[src/rtl/xfer_span_ctl.sv]
module xfer_span_ctl #(
  parameter int SECT_PER_TRK   = 40,
  parameter int WORDS_PER_SECT = 128,
  parameter int MA_W           = 22,
  parameter int DA_W           = 16,
  parameter int CNT_W          = 16
) (
  input  logic                      clk,
  input  logic                      rst_n,
  input  logic                      cmd_valid,
  input  logic [2:0]                cmd_func,
  input  logic [DA_W-1:0]           cmd_da,
  input  logic [DA_W-1:0]           trk_pos,
  input  logic [CNT_W-1:0]          cmd_cnt,
  input  logic [MA_W-1:0]           cmd_ma,
  input  logic                      drv_loaded,
  input  logic                      drv_locked,
  output logic                      eng_start,
  output logic [CNT_W:0]            eng_len,
  output logic [DA_W+$clog2(SECT_PER_TRK)+$clog2(WORDS_PER_SECT)-7:0] eng_lba,
  input  logic                      eng_done,
  input  logic [CNT_W:0]            eng_moved,
  input  logic                      eng_nxm,
  input  logic                      eng_miscmp,
  output logic                      busy,
  output logic                      done,
  output logic [CNT_W-1:0]          new_cnt,
  output logic [15:0]               new_ba,
  output logic [MA_W-17:0]          new_bae,
  output logic [DA_W-1:0]           new_da,
  output logic [$clog2(WORDS_PER_SECT)-1:0] pad_words,
  output logic                      err_incmp,
  output logic                      err_hdr,
  output logic                      err_drv,
  output logic                      err_nxm,
  output logic                      err_crc
);
  localparam int SHIFT = $clog2(WORDS_PER_SECT);
  localparam int LEN_W = CNT_W + 1;
  localparam int LBA_W = DA_W + $clog2(SECT_PER_TRK) + SHIFT - 6;
  localparam int MAX_LEN = SECT_PER_TRK * WORDS_PER_SECT;
  localparam logic [2:0] F_WCHK = 3'd1, F_WRITE = 3'd5, F_RNOHDR = 3'd7;

  logic [5:0]        sect;
  logic [DA_W-7:0]   trk;
  logic              cyl_ok, sect_ok, rej_unld, rej_lock, rej_hdr, reject;
  logic [LEN_W-1:0]  want, room, len;
  logic [LBA_W-1:0]  lba_sec;

  assign sect    = cmd_da[5:0];
  assign trk     = cmd_da[DA_W-1:6];
  assign cyl_ok  = (cmd_func == F_RNOHDR) || (cmd_da[DA_W-1:7] == trk_pos[DA_W-1:7]);
  assign sect_ok = 32'(sect) < 32'(SECT_PER_TRK);
  assign rej_unld = !drv_loaded;
  assign rej_lock = drv_loaded && drv_locked && (cmd_func == F_WRITE);
  assign rej_hdr  = drv_loaded && !rej_lock && !(cyl_ok && sect_ok);
  assign reject   = rej_unld || rej_lock || rej_hdr;

  assign want    = {1'b1, {CNT_W{1'b0}}} - {1'b0, cmd_cnt};
  assign room    = LEN_W'(32'(SECT_PER_TRK) - 32'(sect)) << SHIFT;
  assign len     = (want < room) ? want : room;
  assign lba_sec = LBA_W'(trk) * LBA_W'(SECT_PER_TRK) + LBA_W'(sect);

  logic [2:0]       func_q;
  logic [CNT_W-1:0] cnt_q;
  logic [MA_W-1:0]  ma_q;
  logic [DA_W-1:0]  da_q;

  logic [CNT_W-1:0] fin_cnt;
  logic [MA_W-1:0]  fin_ma;
  logic [DA_W-1:0]  fin_da;
  logic [SHIFT-1:0] tail;
  logic [SHIFT-1:0] pad_calc;

  assign fin_cnt  = cnt_q + CNT_W'(eng_moved);
  assign fin_ma   = ma_q + (MA_W'(eng_moved) << 1);
  assign fin_da   = da_q + DA_W'((eng_moved + LEN_W'(WORDS_PER_SECT - 1)) >> SHIFT);
  assign tail     = eng_moved[SHIFT-1:0];
  assign pad_calc = (func_q == F_WRITE && tail != '0) ? SHIFT'(WORDS_PER_SECT - 32'(tail)) : '0;

  always_ff @(posedge clk) begin
    if (!rst_n) begin
      busy <= 1'b0; done <= 1'b0; eng_start <= 1'b0;
      eng_len <= '0; eng_lba <= '0;
      func_q <= '0; cnt_q <= '0; ma_q <= '0; da_q <= '0;
      new_cnt <= '0; new_ba <= '0; new_bae <= '0; new_da <= '0; pad_words <= '0;
      err_incmp <= 1'b0; err_hdr <= 1'b0; err_drv <= 1'b0; err_nxm <= 1'b0; err_crc <= 1'b0;
    end else begin
      done      <= 1'b0;
      eng_start <= 1'b0;
      if (!busy && cmd_valid) begin
        func_q <= cmd_func; cnt_q <= cmd_cnt; ma_q <= cmd_ma; da_q <= cmd_da;
        if (reject) begin
          done      <= 1'b1;
          new_cnt   <= cmd_cnt;
          new_ba    <= {cmd_ma[15:1], 1'b0};
          new_bae   <= cmd_ma[MA_W-1:16];
          new_da    <= cmd_da;
          pad_words <= '0;
          err_incmp <= rej_unld || rej_hdr;
          err_hdr   <= rej_hdr;
          err_drv   <= rej_lock;
          err_nxm   <= 1'b0;
          err_crc   <= 1'b0;
        end else begin
          busy      <= 1'b1;
          eng_start <= 1'b1;
          eng_len   <= len;
          eng_lba   <= lba_sec << SHIFT;
        end
      end else if (busy && eng_done) begin
        busy      <= 1'b0;
        done      <= 1'b1;
        new_cnt   <= fin_cnt;
        new_ba    <= {fin_ma[15:1], 1'b0};
        new_bae   <= fin_ma[MA_W-1:16];
        new_da    <= fin_da;
        pad_words <= pad_calc;
        err_incmp <= fin_cnt != '0;
        err_hdr   <= 1'b0;
        err_drv   <= 1'b0;
        err_nxm   <= eng_nxm;
        err_crc   <= eng_miscmp && (func_q == F_WCHK);
      end
    end
  end

  AST_START_LEN_RANGE: assert property (@(posedge clk) disable iff (!rst_n)
    eng_start |-> (eng_len != '0 && eng_len <= LEN_W'(MAX_LEN)));
  AST_START_ONE_SHOT: assert property (@(posedge clk) disable iff (!rst_n)
    eng_start |=> !eng_start);
  AST_NO_START_ON_DONE: assert property (@(posedge clk) disable iff (!rst_n)
    !(eng_start && done));
  AST_HDR_IMPLIES_INCMP: assert property (@(posedge clk) disable iff (!rst_n)
    (done && err_hdr) |-> err_incmp);
  AST_DRV_EXCLUSIVE: assert property (@(posedge clk) disable iff (!rst_n)
    (done && err_drv) |-> !err_hdr && !err_incmp);
  AST_BUSY_IGNORES_CMD: assert property (@(posedge clk) disable iff (!rst_n)
    (busy && !eng_done) |=> busy && !eng_start);
  AST_DONE_CLEARS_BUSY: assert property (@(posedge clk) disable iff (!rst_n)
    done |-> !busy);
  AST_BA_EVEN: assert property (@(posedge clk) disable iff (!rst_n)
    $rose(done) |-> (new_ba[0] == 1'b0));
endmodule

[config.mk]
export PLATFORM = sky130hd
export DESIGN_NAME = xfer_span_ctl
export DESIGN_NICKNAME = d
export VERILOG_FILES = /design/src/rtl/xfer_span_ctl.sv
export SDC_FILE = /design/constraint.sdc
export NUM_CORES = 1
export LEC_CHECK = 0
export ABC_AREA = 1
export BUFFER_PORTS_ARGS = -buffer_cell sky130_fd_sc_hd__buf_4
export CORE_ASPECT_RATIO = 1.75
export CORE_MARGIN = 8
export CORE_UTILIZATION = 30
export DETAILED_ROUTE_END_ITERATION = 12
export SLEW_MARGIN = 20
export SYNTH_ARGS = -nofsm -noshare
export SYNTH_HDL_FRONTEND = slang
export SYNTH_SLANG_ARGS = --single-unit
[constraint.sdc]
create_clock -name clk -period 3 [get_ports clk]
set_input_delay 0.75 -clock clk [delete_from_list [all_inputs] [get_ports clk]]
set_output_delay 0.75 -clock clk [all_outputs]
set_load 0.01 [all_outputs]
**Word-level counts from Yosys, hierarchy flattened**

Index checks and enable logic that the tools add are counted.

- Bits in registers: 159
- Output and inout bits: 109
- Word-level logic and storage cells: 98

- $add $sub $neg: 8
- Multipliers: 1
- Order comparisons: 2
- Equal/unequal tests: 7
- Muxes and demuxes: 36
- Bitwise gates (word level): 1
- Reduce and logical (&&, ||, !) cells: 24

Operators by type and width:

| cell | count |
|---|---|
| $mux 16 | 9 |
| $mux 7 | 4 |
| $add 22x18->22 | 1 |
| $mux 1 | 19 |
| $mux 6 | 3 |
| $add 17x7->17 const B | 1 |
| $lt 17x17->1 | 1 |
| $mux 17 | 1 |
| $sub 17x16->17 const A | 1 |
| $add 16x10->16 | 1 |
| $add 16x16->16 | 1 |
| $add 16x6->16 | 1 |
| $reduce_bool 16->1 | 1 |
| $mul 10x3->13 const B | 1 |
| $eq 3x3->1 const B | 3 |
| $eq 9x9->1 | 1 |
| $logic_and 1x1->1 | 9 |
| $reduce_and 2->1 | 4 |
| $reduce_bool 7->1 | 1 |
| $sub 1x7->7 const A | 1 |
| $sub 6x6->7 const A | 1 |
| $lt 6x6->1 const B | 1 |
| $logic_not 1->1 | 4 |
| $logic_or 1x1->1 | 4 |
| other kinds (4) | 5 |

**Logic depth before layout (Yosys ltp)**

Gate-level depths: netlist of run 1.

- Word-level depth: 8
- Gate-level depth with buffers: 23
- Mapped depth without buffers: 23

**Worst setup path before layout of run 1**

OpenSTA, ideal clock, no wires.

- Kind: input -> register
- Start: input eng_moved[4]
- End: register new_da[14]
- Arrival: 2946 ps
- Data required time: 2930 ps
- Setup slack: -16 ps
- Stages on the path: 20
- Buffers on the path: 0
- Cells stage by stage: or2_2 nor3_1 nor2_1 nand2_1 nor2_1 nand3_1 xor2_1 inv_1 ha_1 nand2_1 nor2_1 nor2_1 or2_2 nand2_1 nand2_1 nand2_1 nand2_1 nand2_1 nand2_1 a21oi_1

- Longest elaborated chain between the ends: 4

RTL lines:

| what | line | source |
|---|---|---|
| start: declaration | 22 | `input logic [CNT_W:0] eng_moved,` |
| $add 17x7->17 | 77 | `assign fin_da = da_q + DA_W'((eng_moved + LEN_W'(WORDS_PER_SECT - 1)) >> SHIFT);` |
| $add 16x10->16 | 77 |  |
| $mux 16 | 111 | `end else if (busy && eng_done) begin` |
| $mux 16 | 91 | `if (!busy && cmd_valid) begin` |
| end signal: assignment | 98 | `new_da <= cmd_da;` |
| end signal: assignment | 117 | `new_da <= fin_da;` |
| end: declaration | 30 | `output logic [DA_W-1:0] new_da,` |

Every way passes these cells. The select of a mux whose other input is x is not followed.
A chain may end at the register's enable or synchronous reset.

**Worst setup path in the final report of run 1**

- Start: input eng_moved[2]
- End: register new_da[6]

Same word-level chain as after synthesis.

==> results.yml, run 1 <==
yosys:
  synthCells: 1623
  synthFlopType: "dfxtp_1"
  synth_top_family_by_area: "simple AND/OR/NAND/NOR gates"
  synth.area.top_cells: "dfxtp_1 30%, nand2_1 20%, ha_1 9.1%"
  syn_area_mm2: 0.0104
  synth_compound_area_frac: 0.132
  synth_cell_type_count: 39
  ys_warn_count: 0
  synth_seq_cells: 157
  yosys.area_share.simple: 0.344
  yosys-top-cells-count: "552 x nand2_1, 162 x nor2_1, 157 x dfxtp_1"
  synth_top_area_cell: "dfxtp_1"
  yosysSeqAreaShare: 0.302
  synthXorXnorAreaFrac: 0.0387
  synthMostInstantiatedCell: "nand2_1"
  synth_fa_ha_area_frac: 0.101
  synth_edf_count: 0
  synth_top_area_share: 0.302
  synthMuxAreaShare: 0
  ys_async_sr_fraction: 0
  syn_avg_cell_area_um2: 6.41
route:
  drc: 0
  vias: 11300
  first_iter_violations: 432
  drt.antenna.violating_nets: 0
  wl_mm: 39.3
  via_per_inst: 4.74
  drt_pass1_iterations: 5
  routedWlPerCell_um: 16.4
floorplanning:
  rows: 90
  die_area_mm2: 0.0411
  fp.dieH_um: 262
  initial_core_util: 0.303
  fp.coreArea_mm2: 0.0343
  fp.dieW_um: 157
  io_pins: 207
layout:
  post-route-util: 0.411
  n_antenna_cell: 0
  area_growth_pct: 35.6
  post-route-cell-area_mm2: 0.0141
  drive_above_1_share: 0.225
  nets: 2102
critical_path:
  crit_path_start_kind: "input port"
  cp_max_fo: 4
  end_kind: "register"
  path_class: "input port to register"
  critPathMaxStageDelay_ns: 0.36
  path_common_cell: "buf_4"
  critPathRequiredTime_ns: 3.34
  critPathSlowestCell: "fa_2"
  arrival_ns: 3.23
  crit_buf_inv: 4
  path_depth: 19
  worstRegToRegCells: 15
  crit_chain: "buf_4, nor2_4, nand2_2, nor2_4, inv_2, nor3_4, buf_4, xor2_1, buf_4, ha_1, fa_2, nand3_1, nand2_1, nand3_1, nand2_2, o21ai_0, nand2_1, nor2_1, nor2_1"
  crit_family: "simple AND/OR/NAND/NOR gates"
clock_tree:
  clockBufferDepth: 2
  ctsHtreeMaxLevel: 4
  cts_tree: "done"
  ctsRootBufferMaster: "clkbuf_16"
  path_clk_slew_ns: 0.07
  clk_latency_ns: 0.45
  cts.sinks: 157
  cts_hold_buf: 0
  cts_made_buffers: 17
timing:
  finalSetupViolCount: 0
  setup_ws_ns: 0.112
  relSlewSlack: 0.623
  min_period_ns: 2.89
  setup_tns_ns: 0
  timing.fmax_mhz: 346
  skew_ns: 0.0103
  finalMaxSlewViolations: 0
  worstMarginPinSlew_ns: 0.565
  period_share: 0.963
  hold_viol_final: 0
global_routing:
  overflow: 0
  grt_pass1_vias: 11300
  grt_pass1_wl_mm: 60.3
  grt_max_degree: 85
  antenna_found_initial: 0
  grt.total_usage: 0.189
power_and_ir_drop:
  power_density_mw_per_mm2: 434
  power_leakage_nw: 7.13
  power_mw: 6.11
  vdd_drop_max_mv: 0.426
worst_hold_path:
  min_path_type: "register to register"
  hold_depth: 2
place:
  dpl_cell_area_mm2: 0.0132
  dp_slack_ns: -0.493
  gp_congestion: 0.912
  dp_hpwl_mm: 31.7
  numPortBuffers: 190
job:
  maxCapViolCount: 0
status:
  status: "complete, no violations"
logic make-up (layout without fill, tap and decap cells):
group | count (synthesis) | in the layout
other cells | 1 | 8
compound gates | 265 | 265
flops | 157 | 157
buf+inv | 203 | 509
fa+ha+maj | 81 | 81
simple gates | 870 | 870
xor+xnor | 46 | 46
through the flow:
step / instances / hold WS [ns]
6_report: 2396 / 0.443
5_1_grt: 2396 / 0.468
3_5_place_dp: 2359 / 0.434
3_3_place_gp: 2359 / 0.433
2_1_floorplan: 1630 / 0.430
4_1_cts: 2391 / 0.446
final timing paths:
check	start	endpoint	slack, ns
max reg2reg	cnt_q[0]	err_incmp	0.69
min reg2reg	pad_words[6]	pad_words[6]	0.44
min	pad_words[6]	pad_words[6]	0.44
max	eng_moved[2]	new_da[6]	0.11
layout make-up:
| type | instances | area [um^2] |
|---|---|---|
| Clock inverter | 12 | 128 |
| Multi-Input combinational cell | 1270 | 6720 |
| Inverter | 145 | 544 |
| Timing Repair Buffer | 332 | 2540 |
| Sequential cell | 157 | 3140 |
| Fill cell | 3743 | 20200 |
| Tap cell | 460 | 576 |
| Clock buffer | 20 | 457 |
power breakdown:
group / internal, mW / switching (mW)
Combinational: 0.686 / 0.949
Sequential: 2.19 / 0.0761
Clock: 1.21 / 0.999
Total: 4.09 / 2.02
registers in the layout, indices dropped and copies added (netlist names), 7 cells and up:
signal	count
ma_q	21
eng_len	17
cnt_q	16
da_q	16
eng_lba	16
new_cnt	16
new_da	16
new_ba	15
pad_words	7
what timing repair did:
item,4_1_cts,5_1_grt
setup buffers,0,4
gates resized for setup,0,68
endpoints found under the setup margin,0,28
per-layer routing:
metal | track usage | vias up | part of all wire
met1 | 0.202 | 5172 | 0.40
met4 | 0.0877 | 0 | 0.033
met5 | 0 | - | 0
li1 | - | 5822 | -
met2 | 0.341 | 296 | 0.51
met3 | 0.0433 | 56 | 0.055
worst reg2reg max path, cell delays in order, from the launching register on:
cell and delay, ns:
dfxtp_1 0.34, ha_1 0.17, inv_1 0.05, fa_1 0.39, inv_1 0.10, nand3_1 0.10, nand2_1 0.15, nand3_1 0.12
nand3_1 0.10, nand2_1 0.05, nand2_1 0.10, nand2_1 0.07, nor2_1 0.16, nand3_1 0.17, nand2_1 0.11, nand2_1 0.04
cell usage in the layout (no fill, tap or decap), types with 3 or more instances in the layout:
cell / Yosys / final
a21oi_1: 143 / 138
buf_4: 18 / 327
nand2_1: 552 / 545
dfxtp_1: 157 / 157
inv_6: 0 / 4
o21ai_0: 98 / 93
inv_1: 141 / 136
nor3_1: 11 / 8
ha_1: 76 / 67
nand3b_1: 15 / 15
ha_4: 0 / 8
o21ai_1: 5 / 10
nor2_4: 0 / 5
o21a_1: 4 / 4
xnor2_1: 16 / 15
o21bai_1: 4 / 3
a21oi_2: 0 / 4
or2_2: 9 / 7
a21o_1: 5 / 5
buf_12: 0 / 3
nand3_1: 94 / 88
inv_2: 4 / 9
xor2_1: 30 / 30
conb_1: 1 / 8
fa_1: 5 / 4
nand4_1: 17 / 17
nor2_1: 162 / 148
nor2_2: 0 / 9
nand2_2: 1 / 8
clkbuf_16: 0 / 17
clkinvlp_4: 0 / 3
nand3_2: 2 / 8
Power figures use the tool's default switching activity.
==> run 2, diff against run 1 <==
--- a/config.mk
+++ b/config.mk
@@ -7,10 +7,13 @@
 export LEC_CHECK = 0
 export ABC_AREA = 1
 export BUFFER_PORTS_ARGS = -buffer_cell sky130_fd_sc_hd__buf_4
+export CELL_PAD_IN_SITES_DETAIL_PLACEMENT = 1
+export CELL_PAD_IN_SITES_GLOBAL_PLACEMENT = 1
 export CORE_ASPECT_RATIO = 1.75
 export CORE_MARGIN = 8
 export CORE_UTILIZATION = 30
 export DETAILED_ROUTE_END_ITERATION = 12
+export PLACE_DENSITY_LB_ADDON = 0.1
 export SLEW_MARGIN = 20
 export SYNTH_ARGS = -nofsm -noshare
 export SYNTH_HDL_FRONTEND = slang
==> run 2 against run 1 <==
Combinational power grew 7%. Critical path depth is the same. Design area grew 1.7%. Register-to-register slack is essentially flat. Hold slack gained 0.0058 ns. Utilization grew 0.72 points. Clock power shrank 5%. Wire length grew 13%. Global-route usage grew 2.5 points. Critical endpoint is now eng_len[3]. Largest cell class unchanged.
==> results.yml, run 2 (synthesis results as in run 1) <==
floorplanning:
  fp.coreArea_mm2: 0.0343
  rows: 90
  io_pins: 207
  fp.dieH_um: 262
  die_area_mm2: 0.0411
  initial_core_util: 0.303
  fp.dieW_um: 157
layout:
  stdcell_count: 2404
  top_register: "ma_q"
  drive_above_1_share: 0.249
  nets: 2112
  area_growth_pct: 38.0
  final_cell_mix: "531 x nand2_1, 335 x buf_4, 157 x dfxtp_1"
  largest_reg_flops: 21
  mostFrequentLayoutCell: "nand2_1"
  post-route-cell-area_mm2: 0.0143
  post-route-util: 0.418
  reg_top3: "ma_q x21, eng_len x17"
clock_tree:
  clk_latency_ns: 0.45
  ctsHtreeMaxLevel: 4
  cts.sinks: 157
  ctsRootBufferMaster: "clkbuf_16"
  cts_tree: "done"
  clockBufferDepth: 2
  cts_made_buffers: 17
  path_clk_slew_ns: 0.07
power_and_ir_drop:
  seq_power_share: 0.371
  power.internal_mw: 4.06
  vdd_drop_max_mv: 0.406
  p_sw_frac: 0.335
  pwr-share-comb: 0.286
  power_density_mw_per_mm2: 426
  p_sw_mw: 2.05
  power_leakage_nw: 7.21
  clock_power_share: 0.342
worst_hold_path:
  min_path_type: "register to register"
  hold_start: "pad_words[1]"
  hold_depth: 2
  whs_endpoint: "pad_words[1]"
critical_path:
  critPathSlowestCell: "ha_1"
  crit_start: "cmd_cnt[1]"
  path_common_cell: "nor2_2"
  worstRegToRegCells: 15
  cp_max_fo: 8
  crit_chain: "buf_4, inv_1, ha_2, nand2_2, nor2_2, nand4_1, nor2_2, nand3b_1, nor2_2, ha_1, nand2_1, inv_1, nand3_2, a21o_1, nand3_2, a21oi_4, buf_6, nand3_1, a21oi_1"
  end_kind: "register"
  crit_path_start_kind: "input port"
  critPathRequiredTime_ns: 3.39
  reg2reg_from: "cnt_q[0]"
  r2r_slack_ns: 0.69
  r2r_end: "err_incmp"
  critPathMaxStageDelay_ns: 0.26
  arrival_ns: 3.26
  path_class: "input port to register"
timing:
  rsz0062_at_grt: "yes"
  finalMaxSlewViolations: 0
  finalSetupViolCount: 0
  period_share: 0.956
  skew_ns: 0.0116
  timing.fmax_mhz: 349
  hold_viol_final: 0
  min_period_ns: 2.87
place:
  dp_hpwl_mm: 35.6
  numPortBuffers: 190
  gp_congestion: 0.902
  dpl_cell_area_mm2: 0.0132
  place_inst: 2366
global_routing:
  grt_pass1_wl_mm: 67.6
  grt_pass1_vias: 12400
  overflow: 0
  grt_max_degree: 89
  grt.total_usage: 0.214
  antenna_found_initial: 1
job:
  maxCapViolCount: 0
route:
  vias: 11600
  drt.antenna.violating_nets: 0
  via_per_inst: 4.83
  first_iter_violations: 325
  wl_mm: 44.3
  drt_pass1_iterations: 4
  routedWlPerCell_um: 18.4
  drc: 0
status:
  status: "complete, no violations"
run 2: cell count changes in the layout (fill, tap and decap cells not counted), moves of 4 or more:
cell and delta:
inv_6 -4, nand3_1 -6, a21oi_2 +7, nand3_2 +5, nand2_2 +11, nor2_4 +4, a21oi_1 -8, nand2_1 -14
nor2_1 -4, buf_4 +8
run 2: power groups by stage:
stage	clock network, mW	registers, mW	logic, mW
after floorplan	0	2.32	0.863
after global placement	0	2.31	1.62
after detailed placement	0	2.31	1.65
after CTS	2.16	2.27	1.67
after global routing	2.22	2.28	1.94
final	2.09	2.27	1.75
run 2: final cells by class:
| class | instances | area (um^2) |
|---|---|---|
| clock inverter | 7 | 68.8 |
| inverter | 145 | 544 |
| antenna | 1 | 2.50 |
| clock buffer | 22 | 454 |
| multi-input combinational | 1270 | 6950 |
| tap | 460 | 576 |
| sequential | 157 | 3140 |
| fill | 4502 | 20000 |
| timing repair buffer | 342 | 2620 |
run 2: critical path: cells and delay by family:
family | cells | cell delay (ns)
AOI/OAI and AO/OA | 3 | 0.47
adders and majority gates | 2 | 0.47
buffers and inverters | 4 | 0.38
and+or+nand+nor | 10 | 1.18
run 2: per-layer routing:
metal | wire [um] | GRT usage | vias up
met5 | 0 | 0 | -
met4 | 1850 | 0.102 | 0
li1 | - | - | 5821
met3 | 2100 | 0.0497 | 79
met1 | 17100 | 0.217 | 5484
met2 | 23300 | 0.398 | 219
run 2: per-stage QoR:
| step | hold WS [ns] | total power [mW] | setup TNS [ns] | worst slack (ns) |
|---|---|---|---|---|
| after global placement | 0.432 | 3.93 | -11.72 | -0.513 |
| final | 0.449 | 6.11 | 0 | 0.131 |
| after global routing | 0.470 | 6.45 | -0.110 | -0.0435 |
| after detailed placement | 0.442 | 3.96 | -13.96 | -0.556 |
| after floorplan | 0.430 | 3.19 | 0 | 0.0533 |
| after CTS | 0.455 | 6.09 | 0 | 0.00549 |
run 2: worst max-delay path by stage:
stage,cells after the start,end
detailed placement,19,new_da[12]
global route,20,new_da[9]
finish,19,eng_len[3]
CTS,22,new_da[12]
global placement,18,new_da[12]
floorplan,18,eng_len[11]
run 2: timing repair:
action / in CTS / in global routing
pin swaps: 0 / 56
setup buffers: 0 / 7
cloned: 0 / 1
endpoints found under the setup margin: 10 / 28
hold buffers: 0 / 0
resized for setup: 11 / 117
